### src/rtl/psm_mon_pkg.sv
package psm_mon_pkg;
    localparam int NUM_ERR = 6;
    localparam int CODE_W  = 3;

    localparam int ERR_SEL_LONG = 0;
    localparam int ERR_GAP      = 1;
    localparam int ERR_PWRUP    = 2;
    localparam int ERR_WR_SHORT = 3;
    localparam int ERR_SETUP    = 4;
    localparam int ERR_ADDR     = 5;

    typedef logic [NUM_ERR-1:0] err_vec_t;
endpackage

### src/rtl/psm_run_cnt.sv
// Saturating run-length counter: counts while run_i is high, reloads otherwise.
module psm_run_cnt #(
    parameter int LIMIT    = 1,
    parameter int RST_VAL  = 0,
    parameter int LOAD_VAL = 0
) (
    input  logic                         clk_i,
    input  logic                         rst_ni,
    input  logic                         run_i,
    output logic [$clog2(LIMIT+1)-1:0]   cnt_o
);
    localparam int W = $clog2(LIMIT + 1);
    localparam logic [W-1:0] LIM_V  = W'(LIMIT);
    localparam logic [W-1:0] RST_V  = W'(RST_VAL);
    localparam logic [W-1:0] LOAD_V = W'(LOAD_VAL);

    typedef struct packed {
        logic [W-1:0] cnt;
    } cnt_st_t;

    cnt_st_t st_d, st_q;

    always_comb begin
        st_d = st_q;
        if (run_i) begin
            if (st_q.cnt != LIM_V) st_d.cnt = st_q.cnt + 1'b1;
        end else begin
            st_d.cnt = LOAD_V;
        end
    end

    always_ff @(posedge clk_i or negedge rst_ni) begin
        if (!rst_ni) st_q <= '{cnt: RST_V};
        else         st_q <= st_d;
    end

    assign cnt_o = st_q.cnt;
endmodule

### src/rtl/psm_err_latch.sv
// Sticky violation bits plus first-violation code.
module psm_err_latch
    import psm_mon_pkg::*;
(
    input  logic              clk_i,
    input  logic              rst_ni,
    input  logic              clr_i,
    input  err_vec_t          viol_i,
    output err_vec_t          err_o,
    output logic [CODE_W-1:0] code_o
);
    typedef struct packed {
        err_vec_t          err;
        logic [CODE_W-1:0] code;
    } latch_st_t;

    latch_st_t st_d, st_q;
    logic [CODE_W-1:0] first_code;

    always_comb begin
        first_code = '0;
        for (int i = NUM_ERR - 1; i >= 0; i--) begin
            if (viol_i[i]) first_code = CODE_W'(i + 1);
        end
    end

    always_comb begin
        st_d = st_q;
        if (clr_i) begin
            st_d = '0;
        end else begin
            st_d.err = st_q.err | viol_i;
            if (st_q.code == '0) st_d.code = first_code;
        end
    end

    always_ff @(posedge clk_i or negedge rst_ni) begin
        if (!rst_ni) st_q <= '0;
        else         st_q <= st_d;
    end

    assign err_o  = st_q.err;
    assign code_o = st_q.code;


    code_tracks_err_chk: assert property (@(posedge clk_i) disable iff (!rst_ni)
        (st_q.err != '0) == (st_q.code != '0));


    sticky_hold_chk: assert property (@(posedge clk_i) disable iff (!rst_ni)
        !clr_i |=> ((st_q.err & $past(st_q.err)) == $past(st_q.err)));


    clear_wins_chk: assert property (@(posedge clk_i) disable iff (!rst_ni)
        clr_i |=> (st_q.err == '0 && st_q.code == '0));
endmodule

### src/rtl/psm_bus_monitor.sv
module psm_bus_monitor
    import psm_mon_pkg::*;
#(
    parameter int AW            = 19,
    parameter int DW            = 16,
    parameter int SEL_MAX_CYC   = 3000,
    parameter int GAP_MIN_CYC   = 1,
    parameter int PWRUP_CYC     = 10000,
    parameter int WR_MIN_CYC    = 9,
    parameter int SETUP_MIN_CYC = 5
) (
    input  logic                             clk_i,
    input  logic                             rst_ni,
    input  logic                             clr_i,
    input  logic                             cs_n_i,
    input  logic                             cs2_i,
    input  logic                             we_n_i,
    input  logic                             ub_n_i,
    input  logic                             lb_n_i,
    input  logic [AW-1:0]                    addr_i,
    input  logic [DW-1:0]                    data_i,
    output logic [NUM_ERR-1:0]               err_o,
    output logic [CODE_W-1:0]                err_code_o,
    output logic [$clog2(SEL_MAX_CYC+2)-1:0] max_sel_o
);
    localparam int SELW = $clog2(SEL_MAX_CYC + 2);
    localparam int GAPW = $clog2(GAP_MIN_CYC + 1);
    localparam int PWRW = $clog2(PWRUP_CYC + 1);
    localparam int WRW  = $clog2(WR_MIN_CYC + 1);
    localparam int STW  = $clog2(SETUP_MIN_CYC + 1);
    localparam logic [SELW-1:0] SEL_MAX_V = SELW'(SEL_MAX_CYC);
    localparam logic [SELW-1:0] SEL_LIM_V = SELW'(SEL_MAX_CYC + 1);
    localparam logic [GAPW-1:0] GAP_V     = GAPW'(GAP_MIN_CYC);
    localparam logic [PWRW-1:0] PWR_V     = PWRW'(PWRUP_CYC);
    localparam logic [WRW-1:0]  WR_V      = WRW'(WR_MIN_CYC);
    localparam logic [STW-1:0]  ST_V      = STW'(SETUP_MIN_CYC);

    typedef struct packed {
        logic [AW-1:0]   addr;
        logic [DW-1:0]   data;
        logic [SELW-1:0] maxs;
    } mon_st_t;

    mon_st_t st_d, st_q;

    logic            sel, win, data_same;
    logic [SELW-1:0] sel_cnt, sel_cur;
    logic [GAPW-1:0] gap_cnt;
    logic [PWRW-1:0] pwr_cnt;
    logic [WRW-1:0]  wr_cnt;
    logic [STW-1:0]  st_cnt;
    err_vec_t        viol;

    assign sel       = !cs_n_i && cs2_i;
    assign win       = sel && !we_n_i && (!ub_n_i || !lb_n_i);
    assign data_same = (data_i == st_q.data);

    psm_run_cnt #(.LIMIT(SEL_MAX_CYC + 1), .RST_VAL(0), .LOAD_VAL(0)) sel_run_i (
        .clk_i(clk_i), .rst_ni(rst_ni), .run_i(sel), .cnt_o(sel_cnt));
    psm_run_cnt #(.LIMIT(GAP_MIN_CYC), .RST_VAL(GAP_MIN_CYC), .LOAD_VAL(0)) gap_run_i (
        .clk_i(clk_i), .rst_ni(rst_ni), .run_i(!sel), .cnt_o(gap_cnt));
    psm_run_cnt #(.LIMIT(PWRUP_CYC), .RST_VAL(0), .LOAD_VAL(0)) pwr_run_i (
        .clk_i(clk_i), .rst_ni(rst_ni), .run_i(1'b1), .cnt_o(pwr_cnt));
    psm_run_cnt #(.LIMIT(WR_MIN_CYC), .RST_VAL(0), .LOAD_VAL(0)) wr_run_i (
        .clk_i(clk_i), .rst_ni(rst_ni), .run_i(win), .cnt_o(wr_cnt));
    psm_run_cnt #(.LIMIT(SETUP_MIN_CYC), .RST_VAL(0), .LOAD_VAL(1)) st_run_i (
        .clk_i(clk_i), .rst_ni(rst_ni), .run_i(data_same), .cnt_o(st_cnt));

    always_comb begin
        st_d      = st_q;
        st_d.addr = addr_i;
        st_d.data = data_i;

        viol                = '0;
        viol[ERR_SEL_LONG]  = sel && (sel_cnt >= SEL_MAX_V);
        viol[ERR_GAP]       = sel && (gap_cnt != '0) && (gap_cnt < GAP_V);
        viol[ERR_PWRUP]     = sel && (pwr_cnt < PWR_V);
        viol[ERR_WR_SHORT]  = !win && (wr_cnt != '0) && (wr_cnt < WR_V);
        viol[ERR_SETUP]     = !win && (wr_cnt != '0) && (st_cnt < ST_V);
        viol[ERR_ADDR]      = win && (wr_cnt != '0) && (addr_i != st_q.addr);

        if (!sel)                  sel_cur = '0;
        else if (sel_cnt == SEL_LIM_V) sel_cur = SEL_LIM_V;
        else                       sel_cur = sel_cnt + 1'b1;

        if (clr_i)                   st_d.maxs = '0;
        else if (sel_cur > st_q.maxs) st_d.maxs = sel_cur;
    end

    always_ff @(posedge clk_i or negedge rst_ni) begin
        if (!rst_ni) st_q <= '0;
        else         st_q <= st_d;
    end

    psm_err_latch err_latch_i (
        .clk_i(clk_i), .rst_ni(rst_ni), .clr_i(clr_i),
        .viol_i(viol), .err_o(err_o), .code_o(err_code_o));

    assign max_sel_o = st_q.maxs;


    sel_long_cause_chk: assert property (@(posedge clk_i) disable iff (!rst_ni)
        $rose(err_o[ERR_SEL_LONG]) |-> ($past(sel_cnt) >= SEL_MAX_V));


    max_monotonic_chk: assert property (@(posedge clk_i) disable iff (!rst_ni)
        !clr_i |=> (max_sel_o >= $past(max_sel_o)));


    max_bound_chk: assert property (@(posedge clk_i) disable iff (!rst_ni)
        max_sel_o <= SEL_LIM_V);


    desel_no_stretch_chk: assert property (@(posedge clk_i) disable iff (!rst_ni)
        !sel |=> (sel_cnt == '0));
endmodule

### config.mk
export PLATFORM = sky130hd
export DESIGN_NAME = psm_bus_monitor
export DESIGN_NICKNAME = d
export VERILOG_FILES = /design/src/rtl/psm_mon_pkg.sv /design/src/rtl/psm_run_cnt.sv /design/src/rtl/psm_err_latch.sv /design/src/rtl/psm_bus_monitor.sv
export SDC_FILE = /design/constraint.sdc
export NUM_CORES = 1
export LEC_CHECK = 0
export BUFFER_PORTS_ARGS = -buffer_cell sky130_fd_sc_hd__buf_2
export CORE_MARGIN = 3
export CORE_UTILIZATION = 57
export CTS_CLUSTER_DIAMETER = 200
export DETAILED_ROUTE_END_ITERATION = 8
export HOLD_SLACK_MARGIN = 0.1
export PLACE_DENSITY = 0.77
export SYNTH_ARGS = -nofsm -noshare
export SYNTH_HDL_FRONTEND = slang
export SYNTH_SLANG_ARGS = --single-unit
export TNS_END_PERCENT = 20
### constraint.sdc
create_clock -name clk_i -period 3.3 [get_ports clk_i]
set_input_delay 0.66 -clock clk_i [delete_from_list [all_inputs] [get_ports clk_i]]
set_output_delay 0.66 -clock clk_i [all_outputs]
set_load 0.01 [all_outputs]
==> flow_summary.yaml <==
sta:
  number_of_endpoints_with_negative_hold_slack_in_the_final_report: 0
  final.setup.tns_ns: 0
  smallest_hold_slack_ns: 0.314
  skew_ns: 0.0134
  timing.slew.headroom: 0.569
  report.final.slew_viol_count: 0
  clock.fmax_mhz: 330
  setup_viol: 0
  layout_worst_path_cycle_share: 0.919
  final_period_minus_worst_setup_slack_ns: 3.03
  unrepaired_setup_endpoints_after_global_routing: "no"
  finalWorstSetupSlack_ns: 0.267
  timing_worst_slew_pin_value_ns: 0.647
detailed_routing:
  final_antenna_net_count: 0
  vias: 3130
  dr.first_iter.drc_count: 132
  detail_route.wirelength_mm: 8.34
  drt-pass1-iter-count: 4
  post-route-drc-count: 0
  avgViaCountPerCell: 5.42
  wl_per_cell_um: 14.4
synth:
  ys_warn_count: 0
  post-synth-top-area-fraction: 0.505
  synth_compound_gate_area_share: 0.0666
  synth_edf_count: 0
  post_synth_mux_area_share: 0.0306
  yosys.area_share.simple: 0.171
  ys_seq_area_frac: 0.505
  cell_type_with_the_largest_total_area_after_synthesis: "dfrtp_1"
  arithmetic_cell_share_of_the_synthesized_area_counting_full_adders_half_adders_and_majority_gates: 0.0624
  number_of_storage_elements_in_the_synthesis_netlist: 89
  synthesis.nets: 479
  synth_most_common_cell: "dfrtp_1"
  synth_ff_type: "dfrtp_1"
  synth_area_per_cell_um2: 10.7
  synth-xor-area-share: 0.111
  synth.cells.most_frequent: "dfrtp_1, xor2_1, nor2_1"
  yosys-top-cells-area: "dfrtp_1, xor2_1, ha_1, xnor2_1, nor2_1"
  asyncSetResetFlopFracSynth: 1.00
  syn-cell-area_um2: 4410
  largest_family_of_logic_cells_by_synthesized_area: "simple AND/OR/NAND/NOR gates"
  netlist-cell-type-count: 49
  synthesized_instance_count: 414
floorplanning:
  design.die.area_um2: 8830
  die_x_um: 94.0
  rows: 31
  fp.coreArea_um2: 7370
  initial_core_util: 0.599
  chip_height_um: 94.0
  num_io_pins: 64
critical_path:
  crit_chain: "ha_1 -> and3_2 -> nand3_1 -> or3_1 -> nand2_1 -> ha_1 -> nand2_1 -> o21ai_0 -> nand2b_1 -> o311a_4 -> mux2_2"
  critical_path.max_fanout: 12
  critPathBufInv: 0
  critical_path_class: "reg2reg"
  crit_path_end_kind: "flop"
  critPathTopFamily: "simple AND/OR/NAND/NOR gates"
  cp.arrival_ns: 3.29
  start_kind: "flop"
  slowest_delay_ns: 0.48
  cpMaxStageDelayCell: "dfrtp_1"
  required_ns: 3.56
clock_network:
  cts_root_buffer: "clkbuf_8"
  cts_tree: "done"
  clock-sinks: 89
  worst_skew_pair.late_latency_ns: 0.36
  cts.htree.levels: 3
  cts_inserted_buffers: 9
  path_clk_slew_ns: 0.10
  clk_path_buf_depth: 2
placed_design:
  dpl.hpwl_mm: 6.20
  post-place-ws_ns: 0.233
  io_buffers: 63
  place_congestion: 0.822
grt:
  gr-total-overflow: 0
  grt_pass1_vias: 3229
  globalRouteTotalUtil: 0.209
  antenna_found_initial: 0
  grt_pass1_wl_mm: 14.4
  largest_net_degree_at_the_start_of_global_routing: 53
outcome:
  outcome: "finished, final reports clean"
pwr:
  power-per-cell-area_nw_per_um2: 418
  cellLeakagePower_nw: 2.34
  ir_worst_vdd_v: 0.000322
cells_and_area:
  area_growth_syn_to_layout_pct: 12.8
  nets: 539
  layout-drive-gt1-share: 0.207
  insertedDiodeCount: 0
hold_path:
  path_type_of_the_worst_min_delay_path: "in2async"
flow_run:
  drv.max_cap_violation_count: 0
[metal layers]
metal,part of all wire,routed length (um),global-route usage
met4,0.016,135,0.0758
met1,0.44,3660,0.264
met5,0,0,0
met3,0.054,449,0.0537
met2,0.49,4100,0.347
[per-stage QoR]
stage,std cells,total power [mW],util,instance area [um^2]
after floorplan,414,1.25,-,4410
after global placement,562,1.32,0.646,4760
after detailed placement,562,1.32,0.646,4760
after CTS,578,2.11,0.674,4960
after global routing,578,2.17,0.675,4970
final,578,2.08,0.675,4970
[layout by cell type (no fill, tap or decap), types with 4 or more instances in the layout]
| cell | count |
|---|---|
| mux2_2 | 4 |
| buf_2 | 62 |
| nand4_1 | 9 |
| nor2b_1 | 4 |
| nor3_1 | 7 |
| mux2i_1 | 9 |
| inv_1 | 25 |
| xor2_1 | 40 |
| nor2_1 | 29 |
| or3_1 | 6 |
| nand3_1 | 15 |
| and3_1 | 6 |
| xnor2_1 | 16 |
| a21oi_1 | 21 |
| nand2_1 | 23 |
| buf_4 | 7 |
| o21ai_0 | 9 |
| clkbuf_8 | 9 |
| nor4_1 | 10 |
| nand2b_1 | 17 |
| ha_1 | 22 |
| dfrtp_1 | 89 |
[power breakdown]
group / total, mW / switching, mW / leakage (nW) / internal (mW)
Combinational: 0.167 / 0.0946 / 1.09 / 0.0723
Clock: 0.777 / 0.412 / 0.103 / 0.365
Sequential: 1.13 / 0.0167 / 1.14 / 1.12
Total: 2.08 / 0.524 / 2.34 / 1.56
[what timing repair did]
item,in CTS,in global routing
hold buffers,0,0
endpoints found under the setup margin,0,4
setup buffers,0,0
hold endpoints to repair,0,0
resized for setup,0,1
[final cells by class]
type                            instances  area (um^2)
Multi-Input combinational cell        280         1960
Fill cell                             584         2390
Sequential cell                        89         2230
Timing Repair Buffer                   69          363
Inverter                               25         93.8
Tap cell                               99          124
Clock inverter                          7         83.8
Clock buffer                            9          124
[flip-flops by register name, indices dropped and copies added, names as in the netlist]
register,flops
st_run_i.cnt_o,3
st_q,35
pwr_run_i.cnt_o,14
max_sel_o,12
err_latch_i.err_o,6
wr_run_i.cnt_o,4
err_latch_i.code_o,3
sel_run_i.cnt_o,12
[cell families (layout without fill, tap and decap cells)]
family,Yosys count,count (layout)
AO/OA/AOI/OAI,48,48
XOR/XNOR,56,56
adder cells (fa/ha/maj),22,22
buffers and inverters,45,110
flip-flops,89,89
multiplexers,13,13
AND/OR/NAND/NOR,141,141
[final timing paths]
| path | depth (start not counted) | slack (ns) | start | endpoint |
|---|---|---|---|---|
| setup / recovery | 11 | 0.27 | sel_run_i.cnt_o[0] | max_sel_o[10] |
| hold / removal | 1 | 0.31 | rst_ni | st_q[38] |
| setup reg to reg | 11 | 0.27 | sel_run_i.cnt_o[0] | max_sel_o[10] |
| hold reg to reg | 2 | 0.50 | err_latch_i.err_o[4] | err_latch_i.err_o[4] |
| max in group asynchronous | 2 | 2.26 | rst_ni | pwr_run_i.cnt_o[1] |
| min in group clk_i | 1 | 0.42 | addr_i[4] | st_q[32] |
(Power assumes the default switching activity.)
